`config.mk`:
```
export PLATFORM = sky130hd
export DESIGN_NAME = win_reg_mapper
export DESIGN_NICKNAME = d
export VERILOG_FILES = /design/src/rtl/wrm_pkg.sv /design/src/rtl/wrm_frame_stack.sv /design/src/rtl/wrm_frame_ctrl.sv /design/src/rtl/wrm_translate.sv /design/src/rtl/win_reg_mapper.sv
export SDC_FILE = /design/constraint.sdc
export NUM_CORES = 1
export LEC_CHECK = 0
export BUFFER_PORTS_ARGS = -buffer_cell sky130_fd_sc_hd__buf_2
export CORE_MARGIN = 1
export CORE_UTILIZATION = 57
export DETAILED_ROUTE_END_ITERATION = 16
export GPL_ROUTABILITY_DRIVEN = 0
export PLACE_DENSITY = 0.79
export SYNTH_ARGS = -nofsm -noshare
export SYNTH_HDL_FRONTEND = slang
export SYNTH_SLANG_ARGS = --single-unit
```
`constraint.sdc`:
```
create_clock -name clk -period 5.5 [get_ports clk]
set_input_delay 0.825 -clock clk [delete_from_list [all_inputs] [get_ports clk]]
set_output_delay 0.825 -clock clk [all_outputs]
set_load 0.05 [all_outputs]
```
`src/rtl/wrm_pkg.sv`:
```
package wrm_pkg;
  localparam int unsigned NUM_REGS = 128;
  localparam int unsigned GLOBAL   = 32;
  localparam int unsigned STACK    = NUM_REGS - GLOBAL;
  localparam int unsigned FW       = $clog2(NUM_REGS);
  localparam int unsigned RW       = $clog2(STACK / 8 + 1);

  typedef struct packed {
    logic [FW-1:0] base;
    logic [FW-1:0] sof;
    logic [FW-1:0] sol;
    logic [FW-1:0] sor;
    logic [FW-1:0] rrb;
  } frame_t;
endpackage

```
`src/rtl/wrm_frame_stack.sv`:
```
module wrm_frame_stack
  import wrm_pkg::*;
#(
  parameter int unsigned DEPTH = 8
) (
  input  logic   clk,
  input  logic   rst,
  input  logic   push_i,
  input  logic   pop_i,
  input  frame_t push_data_i,
  output frame_t top_o,
  output logic   full_o,
  output logic   empty_o
);
  localparam int unsigned PW = (DEPTH > 1) ? $clog2(DEPTH) : 1;
  localparam int unsigned CW = $clog2(DEPTH + 1);

  frame_t        mem [DEPTH];
  logic [CW-1:0] depth;
  logic [PW-1:0] wr_idx;
  logic [PW-1:0] top_idx;

  assign wr_idx  = PW'(depth);
  assign top_idx = (depth == '0) ? '0 : PW'(depth - CW'(1));
  assign full_o  = (depth == CW'(DEPTH));
  assign empty_o = (depth == '0);
  assign top_o   = mem[top_idx];

  always_ff @(posedge clk) begin
    if (push_i) mem[wr_idx] <= push_data_i;
  end

  always_ff @(posedge clk) begin
    if (rst)         depth <= '0;
    else if (push_i) depth <= depth + CW'(1);
    else if (pop_i)  depth <= depth - CW'(1);
  end

  assert_depth_bound_R5: assert property (@(posedge clk) disable iff (rst)
    depth <= CW'(DEPTH));
  assert_pop_nonempty_R6: assert property (@(posedge clk) disable iff (rst)
    pop_i |-> (depth != '0) && !push_i);
  assert_push_room_R5: assert property (@(posedge clk) disable iff (rst)
    push_i |-> depth < CW'(DEPTH));
endmodule

```
`src/rtl/wrm_frame_ctrl.sv`:
```
module wrm_frame_ctrl
  import wrm_pkg::*;
(
  input  logic          clk,
  input  logic          rst,
  input  logic          call_i,
  input  logic          ret_i,
  input  logic          alloc_i,
  input  logic [FW-1:0] alloc_sof_i,
  input  logic [FW-1:0] alloc_sol_i,
  input  logic [RW-1:0] alloc_rot_i,
  input  logic          loop_br_i,
  input  logic          full_i,
  input  logic          empty_i,
  input  frame_t        top_i,
  output logic          push_o,
  output logic          pop_o,
  output frame_t        cur_o,
  output logic          overflow_o,
  output logic          underflow_o
);
  localparam int unsigned XW = FW + 1;

  frame_t        cur, cur_n;
  logic [XW-1:0] live, live_n;
  logic          ovf_n, unf_n;
  logic [XW-1:0] rot_sz, new_live, below, sum_base;
  logic          alloc_ok, do_alloc, do_loop;

  always_comb begin
    rot_sz   = XW'({alloc_rot_i, 3'b000});
    alloc_ok = ({1'b0, alloc_sof_i} <= XW'(STACK)) &&
               (alloc_sol_i <= alloc_sof_i) &&
               (rot_sz <= {1'b0, alloc_sof_i});
    push_o   = call_i && !full_i;
    pop_o    = !call_i && ret_i && !empty_i;
    do_alloc = !call_i && !ret_i && alloc_i && alloc_ok;
    do_loop  = !call_i && !ret_i && !alloc_i && loop_br_i && (cur.sor != '0);
    new_live = live - {1'b0, cur.sof} + {1'b0, alloc_sof_i};
    below    = live - {1'b0, cur.sof};
    sum_base = {1'b0, cur.base} + {1'b0, cur.sol};
    if (sum_base >= XW'(STACK)) sum_base = sum_base - XW'(STACK);

    cur_n  = cur;
    live_n = live;
    ovf_n  = 1'b0;
    unf_n  = 1'b0;
    if (push_o) begin
      cur_n.base = sum_base[FW-1:0];
      cur_n.sof  = cur.sof - cur.sol;
      cur_n.sol  = '0;
      cur_n.sor  = '0;
      cur_n.rrb  = '0;
    end else if (pop_o) begin
      cur_n = top_i;
      if (below < {1'b0, top_i.sol}) begin
        unf_n  = 1'b1;
        live_n = {1'b0, top_i.sof};
      end else begin
        live_n = below + {1'b0, top_i.sof} - {1'b0, top_i.sol};
      end
    end else if (do_alloc) begin
      cur_n.sof = alloc_sof_i;
      cur_n.sol = alloc_sol_i;
      cur_n.sor = rot_sz[FW-1:0];
      cur_n.rrb = '0;
      if (new_live > XW'(STACK)) begin
        ovf_n  = 1'b1;
        live_n = XW'(STACK);
      end else begin
        live_n = new_live;
      end
    end else if (do_loop) begin
      cur_n.rrb = (cur.rrb == '0) ? cur.sor - FW'(1) : cur.rrb - FW'(1);
    end
  end

  always_ff @(posedge clk) begin
    if (rst) begin
      cur         <= '0;
      live        <= '0;
      overflow_o  <= 1'b0;
      underflow_o <= 1'b0;
    end else begin
      cur         <= cur_n;
      live        <= live_n;
      overflow_o  <= ovf_n;
      underflow_o <= unf_n;
    end
  end

  assign cur_o = cur;

  assert_live_bound_R9: assert property (@(posedge clk) disable iff (rst)
    (live <= XW'(STACK)) && (live >= {1'b0, cur.sof}));
  assert_rrb_range_R8: assert property (@(posedge clk) disable iff (rst)
    (cur.sor == '0) ? (cur.rrb == '0) : (cur.rrb < cur.sor));
  assert_no_overflow_R9: assert property (@(posedge clk) disable iff (rst)
    overflow_o |-> !$past(rst) && $past(alloc_i) && !$past(call_i) && !$past(ret_i));
  assert_no_underflow_R10: assert property (@(posedge clk) disable iff (rst)
    underflow_o |-> !$past(rst) && $past(ret_i) && !$past(call_i));
  assert_call_shift_R5: assert property (@(posedge clk) disable iff (rst)
    push_o |=> (cur.sol == '0) && (cur.sor == '0) && (cur.sof == $past(cur.sof - cur.sol)));
  assert_one_op_R11: assert property (@(posedge clk) disable iff (rst)
    $onehot0({push_o, pop_o, do_alloc, do_loop}));
endmodule

```
`src/rtl/wrm_translate.sv`:
```
module wrm_translate
  import wrm_pkg::*;
(
  input  logic          clk,
  input  logic          rst,
  input  logic [FW-1:0] arch_i,
  input  logic [FW-1:0] base_i,
  input  logic [FW-1:0] sof_i,
  input  logic [FW-1:0] sor_i,
  input  logic [FW-1:0] rrb_i,
  output logic [FW-1:0] phys_o,
  output logic          illegal_o
);
  localparam int unsigned XW = FW + 1;

  logic [FW-1:0] off;
  logic [XW-1:0] rs, ps;
  logic          is_global;

  always_comb begin
    is_global = (arch_i < FW'(GLOBAL));
    off       = arch_i - FW'(GLOBAL);
    rs        = {1'b0, off};
    if (off < sor_i) begin
      rs = {1'b0, off} + {1'b0, rrb_i};
      if (rs >= {1'b0, sor_i}) rs = rs - {1'b0, sor_i};
    end
    ps = rs + {1'b0, base_i};
    if (ps >= XW'(STACK)) ps = ps - XW'(STACK);
  end

  always_ff @(posedge clk) begin
    if (rst) begin
      phys_o    <= '0;
      illegal_o <= 1'b0;
    end else if (is_global) begin
      phys_o    <= arch_i;
      illegal_o <= 1'b0;
    end else if (off >= sof_i) begin
      phys_o    <= '0;
      illegal_o <= 1'b1;
    end else begin
      phys_o    <= FW'(GLOBAL) + ps[FW-1:0];
      illegal_o <= 1'b0;
    end
  end

  assert_global_identity_R1: assert property (@(posedge clk) disable iff (rst)
    (!$past(rst) && ($past(arch_i) < FW'(GLOBAL))) |-> (phys_o == $past(arch_i)) && !illegal_o);
  assert_illegal_stacked_R3: assert property (@(posedge clk) disable iff (rst)
    illegal_o |-> !$past(rst) && ($past(arch_i) >= FW'(GLOBAL)) && (phys_o == '0));
  assert_stacked_range_R2: assert property (@(posedge clk) disable iff (rst)
    (!$past(rst) && ($past(arch_i) >= FW'(GLOBAL)) && !illegal_o) |-> phys_o >= FW'(GLOBAL));
endmodule

```
`src/rtl/win_reg_mapper.sv`:
```
module win_reg_mapper
  import wrm_pkg::*;
#(
  parameter int unsigned FRAME_DEPTH = 8
) (
  input  logic       clk,
  input  logic       rst,
  input  logic [6:0] arch_i,
  input  logic       call_i,
  input  logic       ret_i,
  input  logic       alloc_i,
  input  logic [6:0] alloc_sof_i,
  input  logic [6:0] alloc_sol_i,
  input  logic [3:0] alloc_rot_i,
  input  logic       loop_br_i,
  output logic [6:0] phys_o,
  output logic       illegal_o,
  output logic       overflow_o,
  output logic       underflow_o
);
  frame_t cur, top;
  logic   push, pop, full, empty;

  wrm_frame_stack #(.DEPTH(FRAME_DEPTH)) u_stack (
    .clk(clk), .rst(rst), .push_i(push), .pop_i(pop), .push_data_i(cur),
    .top_o(top), .full_o(full), .empty_o(empty)
  );

  wrm_frame_ctrl u_ctrl (
    .clk(clk), .rst(rst), .call_i(call_i), .ret_i(ret_i), .alloc_i(alloc_i),
    .alloc_sof_i(alloc_sof_i), .alloc_sol_i(alloc_sol_i), .alloc_rot_i(alloc_rot_i),
    .loop_br_i(loop_br_i), .full_i(full), .empty_i(empty), .top_i(top),
    .push_o(push), .pop_o(pop), .cur_o(cur),
    .overflow_o(overflow_o), .underflow_o(underflow_o)
  );

  wrm_translate u_xlate (
    .clk(clk), .rst(rst), .arch_i(arch_i), .base_i(cur.base), .sof_i(cur.sof),
    .sor_i(cur.sor), .rrb_i(cur.rrb), .phys_o(phys_o), .illegal_o(illegal_o)
  );
endmodule

```
* After elaboration in Yosys (flattened, before gate mapping) *
Memories as Yosys holds them, arrays and structs flattened.
Cells that the tools add are included.
Widths: inputs -> output; s select.

cells by class
  add/sub/neg operators = 17
  multipliers = 0
  div/mod/pow operators = 0
  order comparisons = 11
  equality and inequality tests = 1
  shift-type cells = 0
  muxes and demuxes = 25
  bitwise gates (word level) = 3
  reductions and logical operators = 28

operators with widths
  operator             number
  $mux 7               8
  $mux 8               6
  $mux 35              1
  $mux 28              1
  $add 8x7->8          3
  $sub 8x7->8          3
  $mux 21              1
  $add 7x7->8          2
  $ge 8x7->1 const B   2
  $le 7x7->1           2
  $sub 7x1->7 const B  2
  $sub 7x7->7 const B  2
  $logic_and 1x1->1    11
  $ge 8x7->1           1
  $gt 8x7->1 const B   1
  $lt 8x7->1           1
  $mux 4               2
  $add 6x7->7 const A  1
  $ge 7x7->1           1
  $le 7x7->1 const B   1
  $logic_not 7->1      1
  $lt 7x6->1 const B   1
  $lt 7x7->1           1
  $reduce_bool 7->1    1
  16 further kinds     29

storage, ports and cells
  bits in registers = 57
  latch bits = 0
  RAM bits = 280
  ROM bits = 0
  output and inout port bits = 10
  logic and storage cells = 97
  memories = 1

memories
  memory       depth  width  rd ports  clocked after Yosys merged registers in  write ports  line                   source
  u_stack.mem  8      35     1         0                                        1            wrm_frame_stack.sv:18  frame_t mem [DEPTH];

* Depth between registers and ports, before layout *
Gate-level depths: netlist of the first run.

  word-level depth = 11
  depth in mapped cells = 25
  mapped depth without buffers = 25

* Modules after synthesis *
Synthesis of the first run repeated with hierarchy kept, for this count alone.

second synthesis, totals
  cells, all modules = 1460
  area total of the unflattened synthesis = 17823.3 µm²

modules (own cells, without submodules)
  module           instances  cells each  area an instance (µm²)
  wrm_frame_stack  1          651         11496.0
  wrm_frame_ctrl   1          569         4490.6
  wrm_translate    1          240         1836.8

* Worst setup path after synthesis of the first run *
No wires, ideal clock.

  kind = register to register
  from = register u_stack.depth[0]
  to = memory u_stack.mem[0][0] (netlist bit) (enable)
  library setup time = 515 ps
  arrival time = 5269 ps
  data required time = 4985 ps
  path slack = -284 ps
  stages on the path, launching flop included = 10
  buffers on the path = 4
  period minus slack after synthesis = 5784 ps
  cell sequence = dfxtp_1 inv_1 clkbuf_1 clkbuf_1 buf_1 ha_1 nand3b_1 nand2_1 clkbuf_1 nor4_1

on the way
  longest elaborated chain between the ends = 5

RTL lines
  element                       line                   source
  from (decl)                   wrm_frame_stack.sv:19  logic [CW-1:0] depth;
  from (signal assigned)        wrm_frame_stack.sv:35  else if (push_i) depth <= depth + CW'(1);
  from (signal assigned)        wrm_frame_stack.sv:36  else if (pop_i) depth <= depth - CW'(1);
  $eq 4x4->1                    wrm_frame_stack.sv:25  assign full_o = (depth == CW'(DEPTH));
  $logic_not 1->1               wrm_frame_ctrl.sv:35   push_o = call_i && !full_i;
  $logic_and 1x1->1             wrm_frame_ctrl.sv:35
  $mux 1                        wrm_frame_stack.sv:30  if (push_i) mem[wr_idx] <= push_data_i;
  $mux 1 (not written as such)  wrm_frame_stack.sv:30
  to (decl)                     wrm_frame_stack.sv:18

Several ways; a longest one is shown, not always the timed one.

* Worst setup path after layout of the first run *
  from = register, netlist name u_ctrl.cur_o[0]
  to = register u_xlate.phys_o[5]

on the way
  longest elaborated chain between the ends = 10

RTL lines
  element                                           line                 source
  $add 7x7->8 *                                     wrm_translate.sv:25  rs = {1'b0, off} + {1'b0, rrb_i};
  $sub 8x7->8 / $ge 8x7->1 (equally long branches)  wrm_translate.sv:26  if (rs >= {1'b0, sor_i}) rs = rs - {1'b0, sor_i};
  $mux 8 *                                          wrm_translate.sv:26
  $mux 8 *                                          wrm_translate.sv:24  if (off < sor_i) begin
  $add 8x7->8 *                                     wrm_translate.sv:28  ps = rs + {1'b0, base_i};
  $sub 7x7->7 / $ge 8x7->1 (equally long branches)  wrm_translate.sv:29  if (ps >= XW'(STACK)) ps = ps - XW'(STACK);
  $mux 7 *                                          wrm_translate.sv:29
  $add 6x7->7 *                                     wrm_translate.sv:43  phys_o <= FW'(GLOBAL) + ps[FW-1:0];
  $mux 7 *                                          wrm_translate.sv:39  end else if (off >= sof_i) begin
  $mux 7 *                                          wrm_translate.sv:36  end else if (is_global) begin
  to (signal assigned)                              wrm_translate.sv:37  phys_o <= arch_i;
  to (signal assigned)                              wrm_translate.sv:43
  to (decl)                                         wrm_translate.sv:11  output logic [FW-1:0] phys_o,

Every way passes the cells marked *; elsewhere a longest branch is shown, timed or not.
A chain may end at the register's enable or synchronous reset.

==> impl_results.md, run 1 <==
* Synth Flop Type: edfxtp_1
* Post-synthesis cell count at 1469
* Worst VDD drop at 0.000649 V
* Fmax at 194 MHz
* PwrDens at 520 nW/um^2
* Max Cap Viol at 0
* Post-Route WL at 46.1 mm
* Clock root cell: clkbuf_16
* R2R depth at 24
* CTS clock-pin slew for the worst setup and hold paths at 70 ps
* Drt drc at 0
* PostCTS Resize Cnt at 0
* WL per Instance at 23.8 um
* Die height at 176 um
* Clock buffer depth at 3
* Async SR Flop Fraction at 0%
* Cell variety after synth at 75
* Postcts setup bufs at 0
* Vias in the first global route at 12512
* Initial antenna violation count at 0
* Layout area overhead at 11.1%
* Placed inst area at 18100 um^2
* CP max stage delay at 400 ps
* Final Power at 0.00996 W
* Most frequent cells in the layout: edfxtp_1, nand2_1, a21oi_1
* Num Clock Sinks at 337
* Status: completed
* Syn avg cell area at 11.7 um^2
* Hold_sp: u_ctrl.live[4]
* Worst slew pin tran at 1230 ps
* Largest net degree at the start of global routing at 59
* Crit. Startpoint: u_ctrl.cur_o[0]
* Hold depth at 2
* Critical Path AT at 5660 ps
* Total track usage at 30.0%
* R2R Path Start: u_ctrl.cur_o[0]
* Die span in x at 176 um
* Antenna Cells at 0
* Max_slew headroom at 17.7%
* Total negative slack at 0 ps
* Setup CP Type: flop to flop
* Critical path cell sequence: ha_1 > inv_1 > fa_1 > xnor2_1 > ha_1 > o21ai_1 > a31oi_1 > o21a_1 > o21a_1 > o21ai_0 > nand3_1 > mux2i_1 > mux2_2 > ha_1 > inv_1 > fa_1 > nor2b_1 > o21ai_0 > nand2b_1 > a31oi_2 > xor2_1 > o21a_1 > a221o_1 > a211oi_1
* Data required time of the critical path at 6000 ps
* Min-Delay Endpoint: u_ctrl.live[4]
* Final Slew Violations at 0
* Core region area at 29700 um^2
* Final hold vios at 0
* R2R Path End: u_xlate.phys_o[5]
* Leakage at 7.04 nW
* Initial DRC count at 1245
* Total die area at 30900 um^2
* Fill count at 2111
* Ports at 41
* Crit-path leading delay family: compound AO/OA/AOI/OAI gates
* Grt ovf at 0
* Global-route wire length before repair at 70.2 mm
* Total CTS buffers at 31
* Syn nets at 1606
* Final setup viols at 0
* Fin util at 64.5%
* Initial core utilization at 58.0%
* Yosys synthesis warning count at 0
* Buf/Inv on CP at 2
* Sequential area share after synthesis at 55.4%
* Worst slack, placed at -173 ps
* Fin crit share at 93.8%
* Endpoint class of the critical path: flop
* Port bufs at 40
* Post-synth EDFFs at 280
* Synth Cell Area at 17200 um^2
* Final setup margin at 340 ps
* Flops & latches, synth at 337
* HP Class: flop to flop
* Register area at 9550 um^2
* Post-route cell area at 19200 um^2
* Share of layout cells above drive strength 1 at 13.0%
* Instance count on the critical path at 24
* ANT nets after route at 0
* Via density at 6.60
* Maximum fanout along the worst path at 4
* Hold_buf cts at 0
* Rows at 63
* Worst-skew pair later-pin latency at 580 ps
* CTS tree: yes
* Clock Skew at 20.4 ps
* DR vias at 12802
* CP Launch Type: flop
* Commonest non-fill, non-tap cell in the layout: edfxtp_1
* Nets at 1661
* Slowest-stage cell, CP: fa_1
* Final min period at 5160 ps
* Multi-input logic area at 7160 um^2
* Htree depth at 1
* FF-to-FF setup slack at 340 ps
* Drt first pass iters at 6
* DP Wirelength at 29.9 mm
-- final cells by class --
| cell class | count | share of cell area [%] |
|---|---|---|
| flip-flops and latches | 337 | 49.9 |
| repair buffers | 97 | 3.43 |
| clock buffers | 50 | 4.84 |
| well taps | 390 | 2.55 |
| clock inverters | 8 | 0.353 |
| multi-input cells | 975 | 37.4 |
| inverters | 82 | 1.61 |
-- synthesized netlist by cell type (26+ instances only) --
library cell    n  area [um^2]
mux2i_1        43          430
xnor2_1        32          280
dfxtp_1        57         1140
nor2_1         83          312
clkbuf_1       38          143
a21oi_1       121          606
o21ai_0        83          415
ha_1           92         1150
inv_1          82          308
nor3_1         30          150
edfxtp_1      280         8410
a211oi_1       26          195
nand2_1       131          492
-- logic make-up (layout without fill, tap and decap cells) --
| logic type | Yosys count | after routing | share of synthesized area [%] |
|---|---|---|---|
| buffers and inverters | 158 | 237 | 3.71 |
| XOR/XNOR | 44 | 44 | 2.24 |
| AND/OR/NAND/NOR | 359 | 360 | 9.95 |
| AO/OA/AOI/OAI | 397 | 397 | 14.8 |
| adder cells (fa/ha/maj) | 106 | 106 | 8.31 |
| multiplexers | 68 | 68 | 5.57 |
| flip-flops | 337 | 337 | 55.4 |
-- worst max path at each step --
stage | end | slack [ps]
after floorplan | u_ctrl.live[7] | 80
after global placement | u_xlate.phys_o[5] | 70
after detailed placement | u_xlate.phys_o[5] | -170
after CTS | u_ctrl.live[7] | 270
after global routing | u_xlate.phys_o[5] | -30
final | u_xlate.phys_o[5] | 340
-- metrics by stage --
stage / cells / hold slack, ps
after CTS: 1938 / 543
after floorplan: 1469 / 513
after global placement: 1880 / 524
final: 1939 / 549
after detailed placement: 1880 / 529
after global routing: 1939 / 571
-- worst min-delay path, delay by kind of cell (launching register included) --
kind | cells | cell delay [ps]
AND/OR/NAND/NOR | 1 | 130
flip-flops | 1 | 310
AO/OA/AOI/OAI | 1 | 60
-- metal layers --
layer / up-vias / share of wire (%) / GRT usage [%]
met2: 814 / 47 / 49.2
met3: 145 / 11 / 5.09
li1: 5650 / - / -
met1: 6193 / 38 / 39.6
met4: 0 / 4.1 / 12.3
met5: - / 0 / 0
-- where the power goes --
group / switching (W) / internal [W] / total (W)
combinational: 0.00282 / 0.00189 / 0.00471
clock: 0.000946 / 0.00116 / 0.00211
sequential: 0.000149 / 0.00300 / 0.00314
total: 0.00392 / 0.00604 / 0.00996
-- registers in the layout, summed over array words and instances (netlist names) --
signal and cells:
u_stack.mem 280, u_ctrl.cur_o 35, u_ctrl.live 8, u_xlate.phys_o 7, u_stack.depth 4, u_ctrl.overflow_o 1
u_ctrl.underflow_o 1, u_xlate.illegal_o 1
Note: power is estimated with default switching activity, not from simulation.
==> run 2, diff against run 1 <==
--- a/config.mk
+++ b/config.mk
@@ -10,7 +10,7 @@
 export CORE_UTILIZATION = 57
 export DETAILED_ROUTE_END_ITERATION = 16
 export GPL_ROUTABILITY_DRIVEN = 0
-export PLACE_DENSITY = 0.79
+export PLACE_DENSITY = 0.76
 export SYNTH_ARGS = -nofsm -noshare
 export SYNTH_HDL_FRONTEND = slang
 export SYNTH_SLANG_ARGS = --single-unit
==> constraint.sdc (replaced) <==
create_clock -name clk -period 4.4 [get_ports clk]
set_input_delay 0.66 -clock clk [delete_from_list [all_inputs] [get_ports clk]]
set_output_delay 0.66 -clock clk [all_outputs]
set_load 0.05 [all_outputs]
==> run 2 against run 1 <==
Net effect: the run now ends with setup timing left; worst setup slack lost 710 ps; final area grew 4.2%; sequential share of layout area shrank 2.0 points; sequential cell count is the same; sequential power grew 25%; final cell count grew 3.9%; fmax grew 8.3%; highest routed layer unchanged.
==> impl_results.md, run 2 (same netlist as run 1, synthesis figures left out) <==
* Num Clock Sinks at 337
* CTS tree: yes
* M3 GR Usage at 4.94%
* Final hold vios at 0
* Ports at 41
* Core region area at 29700 um^2
* Setup CP Type: flop to flop
* Post-Route WL at 45.5 mm
* Max_slew headroom at 19.6%
* Final setup viols at 3
* Total track usage at 29.7%
* Port bufs at 40
* Placed inst area at 18600 um^2
* Vias in the first global route at 12337
* Grt ovf at 0
* Die height at 176 um
* Final min period at 4770 ps
* Worst slew pin tran at 1200 ps
* Most frequent cells in the layout: edfxtp_1, nand2_1, buf_4
* Violated checks: setup timing
* RSZ-0062 raised after global routing: yes
* HP Class: input port to flop
* Layout area overhead at 15.8%
* Worst hold slack at 384 ps
* DP Wirelength at 30.1 mm
* Total die area at 30900 um^2
* CTS clock-pin slew for the worst setup and hold paths at 70 ps
* Final Power at 0.0131 W
* Drt first pass iters at 6
* Initial DRC count at 1258
* Maximum fanout along the worst path at 4
* Total CTS buffers at 31
* Post-route cell area at 20000 um^2
* Max Cap Viol at 0
* Largest reg by FF count: u_stack.mem
* Htree depth at 1
* Clock buffer depth at 3
* Worst slack, placed at -832 ps
* Fin util at 67.2%
* Initial antenna violation count at 1
* PwrDens at 657 nW/um^2
* Data required time of the critical path at 4900 ps
* M1 GR Usage at 40.5%
* CP Launch Type: flop
* Endpoint class of the critical path: flop
* Fmax at 210 MHz
* Nets at 1735
* Final setup margin at -365 ps
* Commonest non-fill, non-tap cell in the layout: edfxtp_1
* GRT busiest layer: met2
* Rows at 63
* ANT nets after route at 0
* Critical Path AT at 5260 ps
* Share of layout cells above drive strength 1 at 19.0%
* Largest net degree at the start of global routing at 59
* DR vias at 12863
* M2 GR Usage at 48.0%
* Status: complete, but fails checks
* Initial core utilization at 58.0%
* Worst VDD drop at 0.000867 V
* Leakage at 7.45 nW
* Via density at 6.39
* WL per Instance at 22.6 um
* Max reg flops at 280
* Global-route wire length before repair at 69.5 mm
* Fin crit share at 108%
* Final Slew Violations at 0
* Clock root cell: clkbuf_16
* Clock Skew at 17.3 ps
* Die span in x at 176 um
* Worst-skew pair later-pin latency at 590 ps
* Drt drc at 0
[run 2: changes by cell type in the layout (fill, tap and decap cells not counted), moves of 5 or more]
cell,delta
ha_1,-5
ha_4,+5
o21ai_0,-7
clkbuf_8,-5
o21ai_2,+5
buf_4,+73
[run 2: through the flow]
step / std cells / setup TNS [ps]
after floorplan: 1469 / -672
after global placement: 1935 / -1360
after detailed placement: 1935 / -1970
after CTS: 2003 / -384
after global routing: 2014 / -1290
final: 2014 / -791
[run 2: worst max-delay path: stages, from the launching register on]
cell and delay (ps):
dfxtp_2 350, ha_4 140, inv_2 40, fa_2 360, nor2b_1 160, o21ai_1 120
a21boi_1 230, nor2_1 110, ha_1 310, o21a_1 130, o21a_1 180, o21ai_2 120
nand3_2 140, mux2i_1 150, mux2_4 280, ha_4 160, inv_2 50, fa_2 230
nor2b_1 60, o21ai_1 120, nand2b_1 130, a31oi_4 270, xor2_2 120, o21a_1 200
a221o_1 360, a211oi_2 180
[run 2: metal layers]
layer / vias up / part of all wire [%]
met5: - / 0
met1: 6253 / 40
met3: 125 / 9.6
met4: 0 / 3.6
met2: 686 / 47
li1: 5799 / -
[run 2: final cells by class]
| type | instances | area, um^2 |
|---|---|---|
| multi-input combinational | 975 | 7400 |
| sequential | 337 | 9550 |
| antenna | 1 | 2.50 |
| inverter | 82 | 310 |
| timing repair buffer | 171 | 1220 |
| clock inverter | 16 | 140 |
| tap | 390 | 488 |
| fill | 2077 | 9760 |
| clock buffer | 42 | 847 |
[run 2: path summary, 6_finish.rpt]
path	start	end	slack, ps	cells past startpoint
worst max-delay path	u_ctrl.cur_o[0]	u_xlate.phys_o[5]	-370	25
worst min register to register	u_ctrl.live[4]	u_ctrl.live[4]	550	2
worst max register to register	u_ctrl.cur_o[0]	u_xlate.phys_o[5]	-370	25
worst min-delay path	alloc_sof_i[6]	u_ctrl.cur_o[27]	380	3
[run 2: what timing repair did]
action / 4_1_cts / 5_1_grt
buffers inserted: 10 / 9
hold buffers: 0 / 0
gates cloned: 0 / 1
pin swaps: 17 / 7
setup endpoints to repair: 3 / 6
gates resized for setup: 9 / 19
[run 2: where the power goes]
group | switching, W | internal (W) | total (W)
Combinational | 0.00377 | 0.00281 | 0.00659
Clock | 0.00119 | 0.00142 | 0.00261
Sequential | 0.000162 | 0.00374 | 0.00391
==> run 3, diff against run 2 <==
--- a/config.mk
+++ b/config.mk
@@ -7,7 +7,7 @@
 export LEC_CHECK = 0
 export BUFFER_PORTS_ARGS = -buffer_cell sky130_fd_sc_hd__buf_2
 export CORE_MARGIN = 1
-export CORE_UTILIZATION = 57
+export CORE_UTILIZATION = 60
 export DETAILED_ROUTE_END_ITERATION = 16
 export GPL_ROUTABILITY_DRIVEN = 0
 export PLACE_DENSITY = 0.76
==> constraint.sdc (replaced) <==
create_clock -name clk -period 5.6 [get_ports clk]
set_input_delay 0.84 -clock clk [delete_from_list [all_inputs] [get_ports clk]]
set_output_delay 0.84 -clock clk [all_outputs]
set_load 0.05 [all_outputs]
==> run 3 against run 2 <==
Net effect: clock power down 10%; the flow now finishes without violations; largest power group unchanged; hold slack better by 170 ps; sequential cell count unchanged; utilization up 1.5 points; worst setup slack better by 800 ps; first-iteration DRC count up 2.9%; critical endpoint is now u_ctrl.live[6]; routed wire length down 0.51%; final area down 3.7%.
==> impl_results.md, run 3 (same netlist as run 1, synthesis figures left out) <==
* Commonest non-fill, non-tap cell in the layout: edfxtp_1
* Port bufs at 40
* Final Slew Violations at 0
* Setup CP Type: flop to flop
* Endpoint class of the critical path: flop
* Initial DRC count at 1294
* Via density at 6.53
* Critical Path AT at 5610 ps
* Die height at 171 um
* DP Wirelength at 28.9 mm
* Worst slew pin tran at 1160 ps
* Drt drc at 0
* Slowest-stage cell, CP: mux4_2
* Drt first pass iters at 5
* Max Cap Viol at 0
* Clock Skew at 19.7 ps
* PostCTS Resize Cnt at 0
* Antenna Cells at 0
* Critical path cell sequence: inv_1 > ha_1 > or3b_4 > nand2_8 > buf_4 > mux4_2 > nor2_1 > a31oi_2 > ha_1 > inv_1 > ha_1 > inv_1 > fa_1 > nor2b_1 > o21a_1 > o21a_1 > o21ai_0 > a21oi_1 > a311oi_1 > nor3_1 > a211oi_1
* Final setup margin at 431 ps
* Nets at 1656
* Largest reg by FF count: u_stack.mem
* CP Launch Type: flop
* Status: completed
* Clock buffer depth at 3
* CTS clock-pin slew for the worst setup and hold paths at 60 ps
* Num Clock Sinks at 337
* Fill count at 1979
* Postcts setup bufs at 0
* Ports at 41
* Hold_buf cts at 0
* Post-route cell area at 19200 um^2
* Fin crit share at 92.3%
* Most frequent cells in the layout: edfxtp_1, nand2_1, a21oi_1
* Worst slack, placed at -62.8 ps
* PwrDens at 520 nW/um^2
* Share of layout cells above drive strength 1 at 12.9%
* Total die area at 29400 um^2
* Placed inst area at 18000 um^2
* Grt ovf at 0
* Final setup viols at 0
* Htree depth at 2
* Layout area overhead at 11.5%
* Largest net degree at the start of global routing at 59
* RSZ-0062 raised after global routing: no
* Max reg flops at 280
* Vias in the first global route at 12330
* Worst-skew pair later-pin latency at 530 ps
* Initial core utilization at 61.5%
* Crit-path leading delay family: compound AO/OA/AOI/OAI gates
* Final hold vios at 0
* Max_slew headroom at 22.2%
* Total CTS buffers at 35
* Data required time of the critical path at 6040 ps
* CP max stage delay at 570 ps
* Worst VDD drop at 0.000748 V
* Rows at 61
* Global-route wire length before repair at 69.6 mm
* Leakage at 7.07 nW
* HP Class: flop to flop
* Fmax at 193 MHz
* WL per Instance at 23.6 um
* Post-Route WL at 45.3 mm
* Buf/Inv on CP at 4
* Initial antenna violation count at 0
* Die span in x at 171 um
* CTS tree: yes
* ANT nets after route at 0
* Final min period at 5170 ps
* Total track usage at 31.9%
* DR vias at 12558
* Maximum fanout along the worst path at 28
* Core region area at 28000 um^2
* Clock root cell: clkbuf_16
[run 3: area by class of cell]
class                           count  area (um^2)  area share, %
Timing Repair Buffer               88          561           2.92
Sequential cell                   337         9550           49.7
Clock inverter                     19          191          0.996
Tap cell                          378          473           2.46
Clock buffer                       45          975           5.07
Multi-Input combinational cell    975         7160           37.3
Inverter                           82          308           1.60
[run 3: path summary, 6_finish.rpt]
check                   startpoint        endpoint  slack (ps)  depth (start not counted)
setup reg to reg  u_stack.depth[1]  u_ctrl.live[6]         430                         21
hold / removal      u_ctrl.live[4]  u_ctrl.live[4]         550                          2
hold reg to reg     u_ctrl.live[4]  u_ctrl.live[4]         550                          2
setup / recovery  u_stack.depth[1]  u_ctrl.live[6]         430                         21
[run 3: per-layer routing]
metal  GRT usage [%]  up-vias  wire [um]
li1                -     5655          -
met1            42.7     6077      17700
met2            51.4      700      21300
met3            5.48      126       4640
met4            13.5        0       1710
met5               0        -          0
[run 3: power by group]
group | internal [W] | total [W] | switching [W]
clock network | 0.00138 | 0.00235 | 0.000967
registers | 0.00294 | 0.00309 | 0.000151
logic | 0.00183 | 0.00454 | 0.00272
total | 0.00615 | 0.00999 | 0.00384
[run 3: metrics by stage]
step / power (W) / instances / TNS, ps / utilization, % / hold slack (ps)
6_report: 0.00999 / 1924 / 0 / 68.6 / 550
4_1_cts: 0.00994 / 1923 / 0 / 68.5 / 553
3_3_place_gp: 0.00745 / 1859 / 0 / 64.4 / 526
2_1_floorplan: 0.00647 / 1469 / 0 / - / 513
5_1_grt: 0.0106 / 1924 / 0 / 68.6 / 589
3_5_place_dp: 0.00760 / 1859 / -82.3 / 64.4 / 539
[run 3: worst min-delay path: cells and delay by family (launching register included)]
kind	cells	cell delay [ps]
flip-flops	1	320
AND/OR/NAND/NOR	1	130
AO/OA/AOI/OAI	1	50
